<file path="src/rtl/dma_fe_pkg.sv">
package dma_fe_pkg;
  localparam logic [3:0] OP_SET_IOP  = 4'h0;
  localparam logic [3:0] OP_SET_ADDR = 4'h2;
  localparam logic [3:0] OP_GET_ADDR = 4'h3;
  localparam logic [3:0] OP_SET_CNT  = 4'h4;
  localparam logic [3:0] OP_GET_CNT  = 4'h5;
  localparam logic [3:0] OP_SET_MODE = 4'h7;
  localparam logic [3:0] OP_MASK     = 4'h9;
  localparam logic [3:0] OP_UNMASK   = 4'hA;

  // mode byte bit positions
  localparam int MB_IO   = 0;
  localparam int MB_EN   = 2;
  localparam int MB_RD   = 3;
  localparam int MB_WIDE = 6;

  typedef struct packed {
    logic       iop;
    logic       addr;
    logic       cnt;
    logic       mode;
    logic [1:0] idx;
    logic [3:0] ch;
    logic [7:0] data;
  } fe_wr_t;

  typedef struct packed {
    logic       go;
    logic       sel_cnt;
    logic [1:0] idx;
    logic [3:0] ch;
  } fe_rd_t;
endpackage

</file>
<file path="src/rtl/dma_fe_decode.sv">
module dma_fe_decode import dma_fe_pkg::*; #(
  parameter int                BUS_AW     = 8,
  parameter logic [BUS_AW-1:0] CMD_OFS    = 8'h18,
  parameter logic [BUS_AW-1:0] DATA_OFS   = 8'h1A,
  parameter int                ADDR_BYTES = 3,
  parameter int                CNT_BYTES  = 2,
  parameter int                IOP_BYTES  = 2
) (
  input  logic              clk,
  input  logic              rst,
  input  logic              bus_wr,
  input  logic              bus_rd,
  input  logic [BUS_AW-1:0] bus_addr,
  input  logic [7:0]        bus_wdata,
  output fe_wr_t            wr_o,
  output fe_rd_t            rd_o,
  output logic              mask_o,
  output logic              unmask_o,
  output logic [3:0]        cmd_ch_o
);
  logic [3:0] op_q, ch_q;
  logic       vld_q;
  logic [1:0] ptr_q;
  logic [1:0] len;
  logic       cmd_hit, dat_wr, dat_rd, in_rng, advance;

  assign cmd_hit = bus_wr && (bus_addr == CMD_OFS);
  assign dat_wr  = bus_wr && (bus_addr == DATA_OFS);
  assign dat_rd  = bus_rd && (bus_addr == DATA_OFS);

  always_comb begin
    case (op_q)
      OP_SET_IOP:              len = 2'(IOP_BYTES);
      OP_SET_ADDR, OP_GET_ADDR: len = 2'(ADDR_BYTES);
      OP_SET_CNT, OP_GET_CNT:   len = 2'(CNT_BYTES);
      OP_SET_MODE:             len = 2'd1;
      default:                 len = 2'd0;
    endcase
  end

  assign in_rng = vld_q && (ptr_q < len);

  always_comb begin
    wr_o.iop   = dat_wr && in_rng && (op_q == OP_SET_IOP);
    wr_o.addr  = dat_wr && in_rng && (op_q == OP_SET_ADDR);
    wr_o.cnt   = dat_wr && in_rng && (op_q == OP_SET_CNT);
    wr_o.mode  = dat_wr && in_rng && (op_q == OP_SET_MODE);
    wr_o.idx   = ptr_q;
    wr_o.ch    = ch_q;
    wr_o.data  = bus_wdata;
    rd_o.go      = dat_rd && in_rng && ((op_q == OP_GET_ADDR) || (op_q == OP_GET_CNT));
    rd_o.sel_cnt = (op_q == OP_GET_CNT);
    rd_o.idx     = ptr_q;
    rd_o.ch      = ch_q;
  end

  assign advance  = wr_o.iop || wr_o.addr || wr_o.cnt || wr_o.mode || rd_o.go;
  assign mask_o   = cmd_hit && (bus_wdata[7:4] == OP_MASK);
  assign unmask_o = cmd_hit && (bus_wdata[7:4] == OP_UNMASK);
  assign cmd_ch_o = bus_wdata[3:0];

  always_ff @(posedge clk) begin
    if (rst) begin
      op_q  <= '0;
      ch_q  <= '0;
      vld_q <= 1'b0;
      ptr_q <= '0;
    end else if (cmd_hit) begin
      op_q  <= bus_wdata[7:4];
      ch_q  <= bus_wdata[3:0];
      vld_q <= 1'b1;
      ptr_q <= '0;
    end else if (advance) begin
      ptr_q <= ptr_q + 2'd1;
    end
  end
endmodule

</file>
<file path="src/rtl/dma_fe_chan.sv">
module dma_fe_chan import dma_fe_pkg::*; #(
  parameter int ADDR_W = 24,
  parameter int CNT_W  = 16,
  parameter int IOP_W  = 16
) (
  input  logic              clk,
  input  logic              rst,
  input  logic              wr_iop,
  input  logic              wr_addr,
  input  logic              wr_cnt,
  input  logic              wr_mode,
  input  logic [1:0]        idx,
  input  logic [7:0]        data,
  input  logic              do_mask,
  input  logic              do_unmask,
  input  logic              step,
  output logic [ADDR_W-1:0] addr_q,
  output logic [CNT_W-1:0]  cnt_q,
  output logic [IOP_W-1:0]  iop_q,
  output logic [7:0]        mode_q,
  output logic              tc_q,
  output logic              active
);
  localparam int AB = ADDR_W / 8;
  localparam int CB = CNT_W / 8;
  localparam int IB = IOP_W / 8;

  logic masked_q;
  assign active = !masked_q && mode_q[MB_EN];

  always_ff @(posedge clk) begin
    if (rst) begin
      addr_q   <= '0;
      cnt_q    <= '0;
      iop_q    <= '0;
      mode_q   <= '0;
      tc_q     <= 1'b0;
      masked_q <= 1'b1;
    end else begin
      // transfer progress first; bus writes below take precedence
      if (step && active) begin
        addr_q <= addr_q + (mode_q[MB_WIDE] ? ADDR_W'(2) : ADDR_W'(1));
        if (cnt_q == '0) begin
          cnt_q    <= '1;
          tc_q     <= 1'b1;
          masked_q <= 1'b1;
        end else begin
          cnt_q <= cnt_q - CNT_W'(1);
        end
      end
      for (int b = 0; b < AB; b++)
        if (wr_addr && idx == 2'(b)) addr_q[b*8 +: 8] <= data;
      for (int b = 0; b < CB; b++)
        if (wr_cnt && idx == 2'(b)) cnt_q[b*8 +: 8] <= data;
      for (int b = 0; b < IB; b++)
        if (wr_iop && idx == 2'(b)) iop_q[b*8 +: 8] <= data;
      if (wr_mode) mode_q <= data;
      if (do_mask) masked_q <= 1'b1;
      if (do_unmask) begin
        masked_q <= 1'b0;
        tc_q     <= 1'b0;
      end
    end
  end
endmodule

</file>
<file path="src/rtl/dma_cmd_front.sv">
module dma_cmd_front import dma_fe_pkg::*; #(
  parameter int                NCH      = 8,
  parameter int                ADDR_W   = 24,
  parameter int                CNT_W    = 16,
  parameter int                IOP_W    = 16,
  parameter int                BUS_AW   = 8,
  parameter logic [BUS_AW-1:0] CMD_OFS  = 8'h18,
  parameter logic [BUS_AW-1:0] DATA_OFS = 8'h1A
) (
  input  logic              clk,
  input  logic              rst,
  input  logic              bus_wr,
  input  logic              bus_rd,
  input  logic [BUS_AW-1:0] bus_addr,
  input  logic [7:0]        bus_wdata,
  output logic [7:0]        bus_rdata,
  input  logic              xfer_done,
  input  logic [3:0]        xfer_ch,
  input  logic [3:0]        sel_ch,
  output logic [ADDR_W-1:0] sel_addr,
  output logic [IOP_W-1:0]  sel_iop,
  output logic [7:0]        sel_mode,
  output logic [NCH-1:0]    ch_active,
  output logic [NCH-1:0]    tc_flag
);
  localparam int AB = ADDR_W / 8;
  localparam int CB = CNT_W / 8;
  localparam int IB = IOP_W / 8;

  fe_wr_t     wr;
  fe_rd_t     rd;
  logic       mask_cmd, unmask_cmd;
  logic [3:0] cmd_ch;

  logic [ADDR_W-1:0] c_addr [NCH];
  logic [CNT_W-1:0]  c_cnt  [NCH];
  logic [IOP_W-1:0]  c_iop  [NCH];
  logic [7:0]        c_mode [NCH];

  dma_fe_decode #(
    .BUS_AW(BUS_AW), .CMD_OFS(CMD_OFS), .DATA_OFS(DATA_OFS),
    .ADDR_BYTES(AB), .CNT_BYTES(CB), .IOP_BYTES(IB)
  ) u_dec (
    .clk(clk), .rst(rst), .bus_wr(bus_wr), .bus_rd(bus_rd),
    .bus_addr(bus_addr), .bus_wdata(bus_wdata),
    .wr_o(wr), .rd_o(rd), .mask_o(mask_cmd), .unmask_o(unmask_cmd),
    .cmd_ch_o(cmd_ch)
  );

  for (genvar gi = 0; gi < NCH; gi++) begin : g_ch
    logic hit;
    assign hit = (wr.ch == 4'(gi));
    dma_fe_chan #(.ADDR_W(ADDR_W), .CNT_W(CNT_W), .IOP_W(IOP_W)) u_ch (
      .clk(clk), .rst(rst),
      .wr_iop(wr.iop && hit), .wr_addr(wr.addr && hit),
      .wr_cnt(wr.cnt && hit), .wr_mode(wr.mode && hit),
      .idx(wr.idx), .data(wr.data),
      .do_mask(mask_cmd && cmd_ch == 4'(gi)),
      .do_unmask(unmask_cmd && cmd_ch == 4'(gi)),
      .step(xfer_done && xfer_ch == 4'(gi)),
      .addr_q(c_addr[gi]), .cnt_q(c_cnt[gi]), .iop_q(c_iop[gi]),
      .mode_q(c_mode[gi]), .tc_q(tc_flag[gi]), .active(ch_active[gi])
    );
  end

  logic [7:0] rd_byte;
  always_comb begin
    rd_byte = 8'h00;
    for (int i = 0; i < NCH; i++) begin
      if (rd.ch == 4'(i)) begin
        if (rd.sel_cnt) begin
          for (int b = 0; b < CB; b++)
            if (rd.idx == 2'(b)) rd_byte = c_cnt[i][b*8 +: 8];
        end else begin
          for (int b = 0; b < AB; b++)
            if (rd.idx == 2'(b)) rd_byte = c_addr[i][b*8 +: 8];
        end
      end
    end
  end

  always_ff @(posedge clk) begin
    if (rst) begin
      bus_rdata <= 8'h00;
      sel_addr  <= '0;
      sel_iop   <= '0;
      sel_mode  <= '0;
    end else begin
      bus_rdata <= rd.go ? rd_byte : 8'h00;
      sel_addr  <= '0;
      sel_iop   <= '0;
      sel_mode  <= '0;
      for (int i = 0; i < NCH; i++) begin
        if (sel_ch == 4'(i)) begin
          sel_addr <= c_addr[i];
          sel_iop  <= c_iop[i];
          sel_mode <= c_mode[i];
        end
      end
    end
  end
endmodule

</file>
<file path="config.mk">
export PLATFORM = sky130hd
export DESIGN_NAME = dma_cmd_front
export DESIGN_NICKNAME = d
export VERILOG_FILES = /design/src/rtl/dma_fe_pkg.sv /design/src/rtl/dma_fe_decode.sv /design/src/rtl/dma_fe_chan.sv /design/src/rtl/dma_cmd_front.sv
export SDC_FILE = /design/constraint.sdc
export NUM_CORES = 2
export LEC_CHECK = 0
export ABC_CLOCK_PERIOD_IN_PS = 3900
export BUFFER_PORTS_ARGS = -buffer_cell sky130_fd_sc_hd__buf_2
export CAP_MARGIN = 5
export CORE_ASPECT_RATIO = 1.4
export CORE_MARGIN = 2
export CORE_UTILIZATION = 63
export CTS_BUF_LIST = sky130_fd_sc_hd__clkbuf_16
export DETAILED_ROUTE_END_ITERATION = 16
export PLACE_DENSITY = 0.8
export SYNTH_ARGS = -nofsm -noshare
export SYNTH_HDL_FRONTEND = slang
export SYNTH_SLANG_ARGS = --single-unit
</file>
<file path="constraint.sdc">
create_clock -name clk -period 3.9 [get_ports clk]
set_clock_uncertainty 0.2 [all_clocks]
set_input_delay 0.975 -clock clk [delete_from_list [all_inputs] [get_ports clk]]
set_output_delay 0.975 -clock clk [all_outputs]
set_load 0.01 [all_outputs]
</file>
Word level (Yosys, flattened, before mapping) --
Index checks and enable logic that the tools add are counted.
Storage, ports and cells: register bits 595, input bits 29, output and inout bits 72, logic and storage cells 583
Operators by class: add/subtract/negate cells 17, order comparisons 1, eq/ne operators 39, mux-type cells 185, bitwise gates (word level) 1, reduce and logical (&&, ||, !) cells 252
Operators by type and width (count):
- 8-bit two-way mux | 104
- 16-bit two-way mux | 24
- 24-bit two-way mux | 16
- 24-bit adder | 8
- 1-bit logical AND | 141
- 16-bit zero test | 8
- 16-bit by 1-bit subtractor with 16-bit output (second input constant) | 8
- 2-bit nonzero test | 40
- 4-bit by 3-bit == test with 1-bit output (second input constant) | 19
- 3-bit nonzero test | 16
- 4-bit by 2-bit == test with 1-bit output (second input constant) | 10
- 1-bit two-way mux | 32
- 2-bit AND reduction | 16
- 2-bit OR reduction | 11
- 4-bit zero test | 5
- 4-bit by 1-bit == test with 1-bit output (second input constant) | 4
- 8-bit by 5-bit == test with 1-bit output (second input constant) | 2
- 2-bit two-way mux | 8
- 4-bit == test (second input constant) | 2
- 1-bit zero test | 8
- 2-bit one-hot mux with 3 select lines | 1
- 1-bit logical OR | 5
- 3-bit OR reduction | 1
- 2-bit by 1-bit adder with 2-bit output (second input constant) | 1
- 5 further kinds | 5

Depth between registers and ports, before layout --
word-level depth 41, gate-level depth with buffers 13, depth with buffers taken out 10

Cells and area by module --
A second synthesis with hierarchy kept.
Unflattened totals: cells, all modules 4307, area, all modules 34804.6 µm²
Modules (own cells, without submodules):
- dma_fe_chan (g_ch[0].u_ch ...) | times used 3, cells an instance 414, area each 3393.3 µm², seq. area each 1321.3 µm²
- dma_fe_chan (g_ch[3].u_ch ...) | times used 3, cells an instance 413, area each 3349.5 µm², seq. area each 1321.3 µm²
- dma_fe_chan (g_ch[6].u_ch ...) | times used 2, cells an instance 419, area each 3483.3 µm², seq. area each 1321.3 µm²
- dma_cmd_front | times used 1, cells an instance 888, area each 6771.5 µm², seq. area each 1121.1 µm²
- dma_fe_decode | times used 1, cells an instance 100, area each 838.3 µm², seq. area each 220.2 µm²

Worst setup path before layout --
OpenSTA, ideal clock, no wires.
path kind input to register, start in bus_addr[5], end reg g_ch[7].u_ch.cnt_q[13], library setup time 0.132 ns, data arrival time 2.691 ns, required time 3.568 ns, path slack 0.877 ns, cell stages on the path 8, buffers on the path 2, path through nor4b_2 -> nand4_1 -> buf_1 -> nor4_2 -> buf_2 -> a31oi_1 -> o21ai_0 -> a21oi_1
Between the ends: word-level cells in the longest chain between the ends 7, elaborated cells between the ends (all ways) 8, those cells by class eq/ne: 1; mux: 1; reduce/logical: 6
Ends and longest elaborated chain:
- start, declared | line dma_cmd_front.sv:14 | input logic [BUS_AW-1:0] bus_addr,
- 8-bit by 5-bit == test with 1-bit output * | line dma_fe_decode.sv:28 | assign dat_wr = bus_wr && (bus_addr == DATA_OFS);
- 1-bit logical AND * | line dma_fe_decode.sv:28
- 1-bit logical AND * (2 in series) | line dma_fe_decode.sv:46 | wr_o.cnt = dat_wr && in_rng && (op_q == OP_SET_CNT);
- 1-bit logical AND * | line dma_cmd_front.sv:56 | .wr_cnt(wr.cnt && hit), .wr_mode(wr.mode && hit),
- 1-bit logical AND * | line dma_fe_chan.sv:54 | if (wr_cnt && idx == 2'(b)) cnt_q[b*8 +: 8] <= data;
- 8-bit two-way mux / 2-bit nonzero test (equally long branches)
- end signal, assigned | line dma_fe_chan.sv:48 | cnt_q <= cnt_q - CNT_W'(1);
- end signal, assigned by index | line dma_fe_chan.sv:54
- end, declared | line dma_fe_chan.sv:18 | output logic [CNT_W-1:0] cnt_q,
Every way passes the cells marked *; elsewhere a longest branch is shown, timed or not. A chain may end at the register's enable or synchronous reset.

Worst setup path after layout --
start reg u_dec.ptr_q[0], end reg bus_rdata[3]
Between the ends: word-level cells in the longest chain between the ends 41, elaborated cells between the ends (all ways) 65, those cells by class order compare: 1; eq/ne: 2; mux: 56; bitwise: 1; reduce/logical: 5
Ends and longest elaborated chain:
- start, declared | line dma_fe_decode.sv:23 | logic [1:0] ptr_q;
- start signal, assigned | line dma_fe_decode.sv:74 | ptr_q <= ptr_q + 2'd1;
- 2-bit zero test | line dma_cmd_front.sv:73, dma_cmd_front.sv:76
- 8-bit two-way mux (3 in series) | line dma_cmd_front.sv:76 | if (rd.idx == 2'(b)) rd_byte = c_addr[i][b*8 +: 8];
- 8-bit two-way mux | line dma_cmd_front.sv:71 | if (rd.sel_cnt) begin
- 8-bit two-way mux | line dma_cmd_front.sv:70 | if (rd.ch == 4'(i)) begin
- 8-bit two-way mux (3 in series) | line dma_cmd_front.sv:76
- 8-bit two-way mux | line dma_cmd_front.sv:71
- 8-bit two-way mux | line dma_cmd_front.sv:70
- 8-bit two-way mux (3 in series) | line dma_cmd_front.sv:76
- (+15 left out)
- 8-bit two-way mux | line dma_cmd_front.sv:71
- 8-bit two-way mux | line dma_cmd_front.sv:70
- 8-bit two-way mux (3 in series) | line dma_cmd_front.sv:76
- 8-bit two-way mux | line dma_cmd_front.sv:71
- 8-bit two-way mux | line dma_cmd_front.sv:70
- 8-bit two-way mux (3 in series) | line dma_cmd_front.sv:76
- 8-bit two-way mux | line dma_cmd_front.sv:71
- 8-bit two-way mux | line dma_cmd_front.sv:70
- end signal, assigned | line dma_cmd_front.sv:89 | bus_rdata <= rd.go ? rd_byte : 8'h00;
- end, declared | line dma_cmd_front.sv:16 | output logic [7:0] bus_rdata,
Several ways; a longest one is shown, not always the timed one.

==> flow_metrics.env <==
export IMPL_final_nets=4484
export IMPL_worst_ep_required_time_ns=4.23
export IMPL_worstHoldPathType="flip-flop to flip-flop"
export IMPL_fillers=4503
export IMPL_final_cell_area_um2=37800
export IMPL_first_pass_iters=8
export IMPL_cts_root_buffer_cell="clkbuf_16"
export IMPL_route_detailed_wl_per_inst_um=27.2
export IMPL_finalCriticalPeriod_ns=3.51
export IMPL_syn_instance_count=4478
export IMPL_detail_route_antenna_nets=0
export IMPL_grt_start_max_net_pins=99
export IMPL_synth_top_area_cell="dfxtp_1"
export IMPL_synth_seq_cells=595
export IMPL_die_h_um=281
export IMPL_critPathKind="flip-flop to flip-flop"
export IMPL_wl_mm=141
export IMPL_post_synth_num_cell_types=93
export IMPL_dpl_cell_count=5073
export IMPL_r2r_setup_slack_ns=0.39
export IMPL_num_rows=101
export IMPL_placeableCoreArea_um2=54200
export IMPL_dpl_hpwl_mm=98.0
export IMPL_total_die_area_um2=56600
export IMPL_global_route_usage_total_pct=48.1
export IMPL_cts_reportedPaths_clkPinSlew_ns=0.07
export IMPL_count_of_pins_on_the_block_boundary=101
export IMPL_num_vias=36500
export IMPL_cts_sinks=595
export IMPL_timing_final_crit_share_pct=89.9
export IMPL_final_max_slew_violation_count=0
export IMPL_grt_remaining_overflow=0
export IMPL_yosysMostFrequentCell="dfxtp_1"
export IMPL_antenna_found_initial=7
export IMPL_drive_above_1_share_pct=10.6
export IMPL_reg2reg_to="bus_rdata[3]"
export IMPL_synth_top_cells_by_count="595 x dfxtp_1, 543 x nand2_1, 542 x nor2_1"
export IMPL_setup_repair_bufs_after_cts=0
export IMPL_maximum_net_fanout_on_the_critical_path=69
export IMPL_buffers_added_on_ports=100
export IMPL_vdd_ir_drop_worst_mv=0.429
export IMPL_clk_lat_worst_skew_ns=0.67
export IMPL_grt_pass1_vias=33500
export IMPL_initial_util_pct=63.5
export IMPL_finalHoldWorstSlack_ns=0.245
export IMPL_synth_top_area_cells="dfxtp_1 35%, nand2_1 5.9%, nor2_1 5.9%, a21oi_1 5.3%, a211oi_1 4.5%"
export IMPL_instances_no_fill=5184
export IMPL_crit_reg2reg_launch="u_dec.ptr_q[0]"
export IMPL_mappedNetlistArea_um2=34500
export IMPL_post_cts_resized_instances=0
export IMPL_end_kind="flip-flop"
export IMPL_sequential_cell_area_um2=11900
export IMPL_synth_avg_cell_area_um2=7.69
export IMPL_worstSetupStartpoint="u_dec.ptr_q[0]"
export IMPL_async_flop_share_pct=0
export IMPL_synth_yosys_seq_area_share_pct=34.6
export IMPL_max_cap_violations=0
export IMPL_ctsHtreeMaxLevel=2
export IMPL_outcome="complete, no violations"
export IMPL_power_static_leakage_nw=12.4
export IMPL_grt_first_pass_wirelength_mm=208
export IMPL_timing_reg2reg_worst_path_depth=7
export IMPL_gp_routability_congestion=1.08
export IMPL_chip_width_um=202
export IMPL_yosys_warnings=0
export IMPL_post_drt_via_cell_ratio=7.03
export IMPL_unrepaired_setup_endpoints_after_global_routing="no"
export IMPL_worst_pin_slew_ns=1.21
export IMPL_max_freq_mhz=285
export IMPL_multiInputGateArea_um2=20700
export IMPL_finalSetupViolCount=0
export IMPL_worst_setup_path_endpoint="bus_rdata[3]"
export IMPL_detailedRoute_firstIterationViolations=4451
export IMPL_critPathLaunchType="flip-flop"
export IMPL_cts_hold_buffers_added=0
export IMPL_detailed_place_area_um2=35800
export IMPL_synth_top_cell_area_share_pct=34.6
export IMPL_max_clock_path_buffers=3
export IMPL_hold_viol_final=0
export IMPL_clock_tree_from_tritoncts="yes"
export IMPL_postSynth_topFlopCell="dfxtp_1"
export IMPL_critical_path_arrival_ns=3.84
export IMPL_synth_edff_count=0
export IMPL_max_slew_margin_rel_pct=18.5
export IMPL_post_synthesis_net_count=4551
export IMPL_drt_drc_violations_left=0
export IMPL_signed_area_change_from_the_synthesized_netlist_to_the_final_layout_pct=9.81
export IMPL_fin_tns_setup_ns=0
export IMPL_numCtsBuffers=57
export IMPL_power_per_cell_area_nw_per_um2=336
[worst max-delay path, cell delays in order, from the launching register on]
cell and delay [ns]:
dfxtp_1 0.55, ha_4 0.54, buf_12 0.35, nor2_1 0.11, a211oi_1 0.95, o22ai_1 0.20
a222oi_1 0.31, a31oi_1 0.13
[layer usage]
metal	global-route usage [%]	up-vias	share of wire [%]
li1	-	16200	-
met1	54.9	17000	34
met2	76.6	2498	44
met3	10.8	730	11
met4	41.0	4	10
met5	0	-	0.021
[power breakdown]
part	total [mW]	internal [mW]	switching (mW)
registers	6.09	6.08	0.00320
logic	0.534	0.111	0.424
clock network	6.08	3.37	2.71
total	12.7	9.56	3.14
[cells in the final DEF, fill, tap and decap left out, types with 61 or more instances in the layout]
| cell type | instances |
|---|---|
| a31oi_1 | 87 |
| nor2_1 | 541 |
| xnor2_1 | 66 |
| a22oi_1 | 106 |
| o21ai_0 | 260 |
| xor2_1 | 111 |
| a211oi_1 | 208 |
| inv_1 | 83 |
| mux2i_1 | 106 |
| nand4_1 | 61 |
| buf_2 | 96 |
| nand2_1 | 543 |
| a221oi_1 | 85 |
| nor3_1 | 74 |
| a21oi_1 | 366 |
| buf_4 | 163 |
| dfxtp_1 | 595 |
| nand3_1 | 116 |
[per-stage QoR]
stage	total power, mW	util [%]	setup WS, ns
5_1_grt	12.9	69.8	0.368
6_report	12.7	69.8	0.394
2_1_floorplan	6.49	-	0.877
3_3_place_gp	6.73	66.1	0.319
4_1_cts	12.6	69.8	0.604
3_5_place_dp	6.73	66.1	0.249
[how the worst min path moves through the flow]
stage / cells after the start / to / slack (ns) / startpoint
CTS: 2 / u_dec.vld_q / 0.25 / u_dec.vld_q
global route: 2 / u_dec.vld_q / 0.28 / u_dec.vld_q
detailed placement: 2 / u_dec.vld_q / 0.24 / u_dec.vld_q
finish: 2 / u_dec.vld_q / 0.25 / u_dec.vld_q
global placement: 2 / u_dec.vld_q / 0.23 / u_dec.vld_q
floorplan: 2 / u_dec.vld_q / 0.22 / u_dec.vld_q
[cell families (layout without fill, tap and decap cells)]
family	count (synthesis)	count (layout)	synth area share [%]
simple gates	1658	1658	23.4
buf+inv	481	462	5.73
other cells	0	4	0
fa+ha+maj	44	44	1.77
mux	108	108	3.15
xor+xnor	177	177	4.50
flops	595	595	34.6
compound gates	1415	1415	26.9
[layout make-up]
cell class / count / area share [%]
Timing Repair Buffer: 275 / 5.34
Clock inverter: 50 / 1.50
Inverter: 80 / 0.794
Antenna cell: 4 / 0.0265
Clock buffer: 57 / 3.77
Tap cell: 721 / 2.38
Sequential cell: 595 / 31.5
Multi-Input combinational cell: 3402 / 54.7
[state kept, by name, summed over array words and instances (netlist names)]
name	count
g_ch.u_ch.addr_q	192
g_ch.u_ch.cnt_q	128
g_ch.u_ch.iop_q	128
g_ch.u_ch.mode_q	64
sel_addr	24
sel_iop	16
bus_rdata	8
g_ch.u_ch.masked_q	8
g_ch.u_ch.tc_q	8
sel_mode	8
u_dec.ch_q	4
u_dec.op_q	4
u_dec.ptr_q	2
u_dec.vld_q	1
No activity file was read; power rests on OpenSTA's default activity.
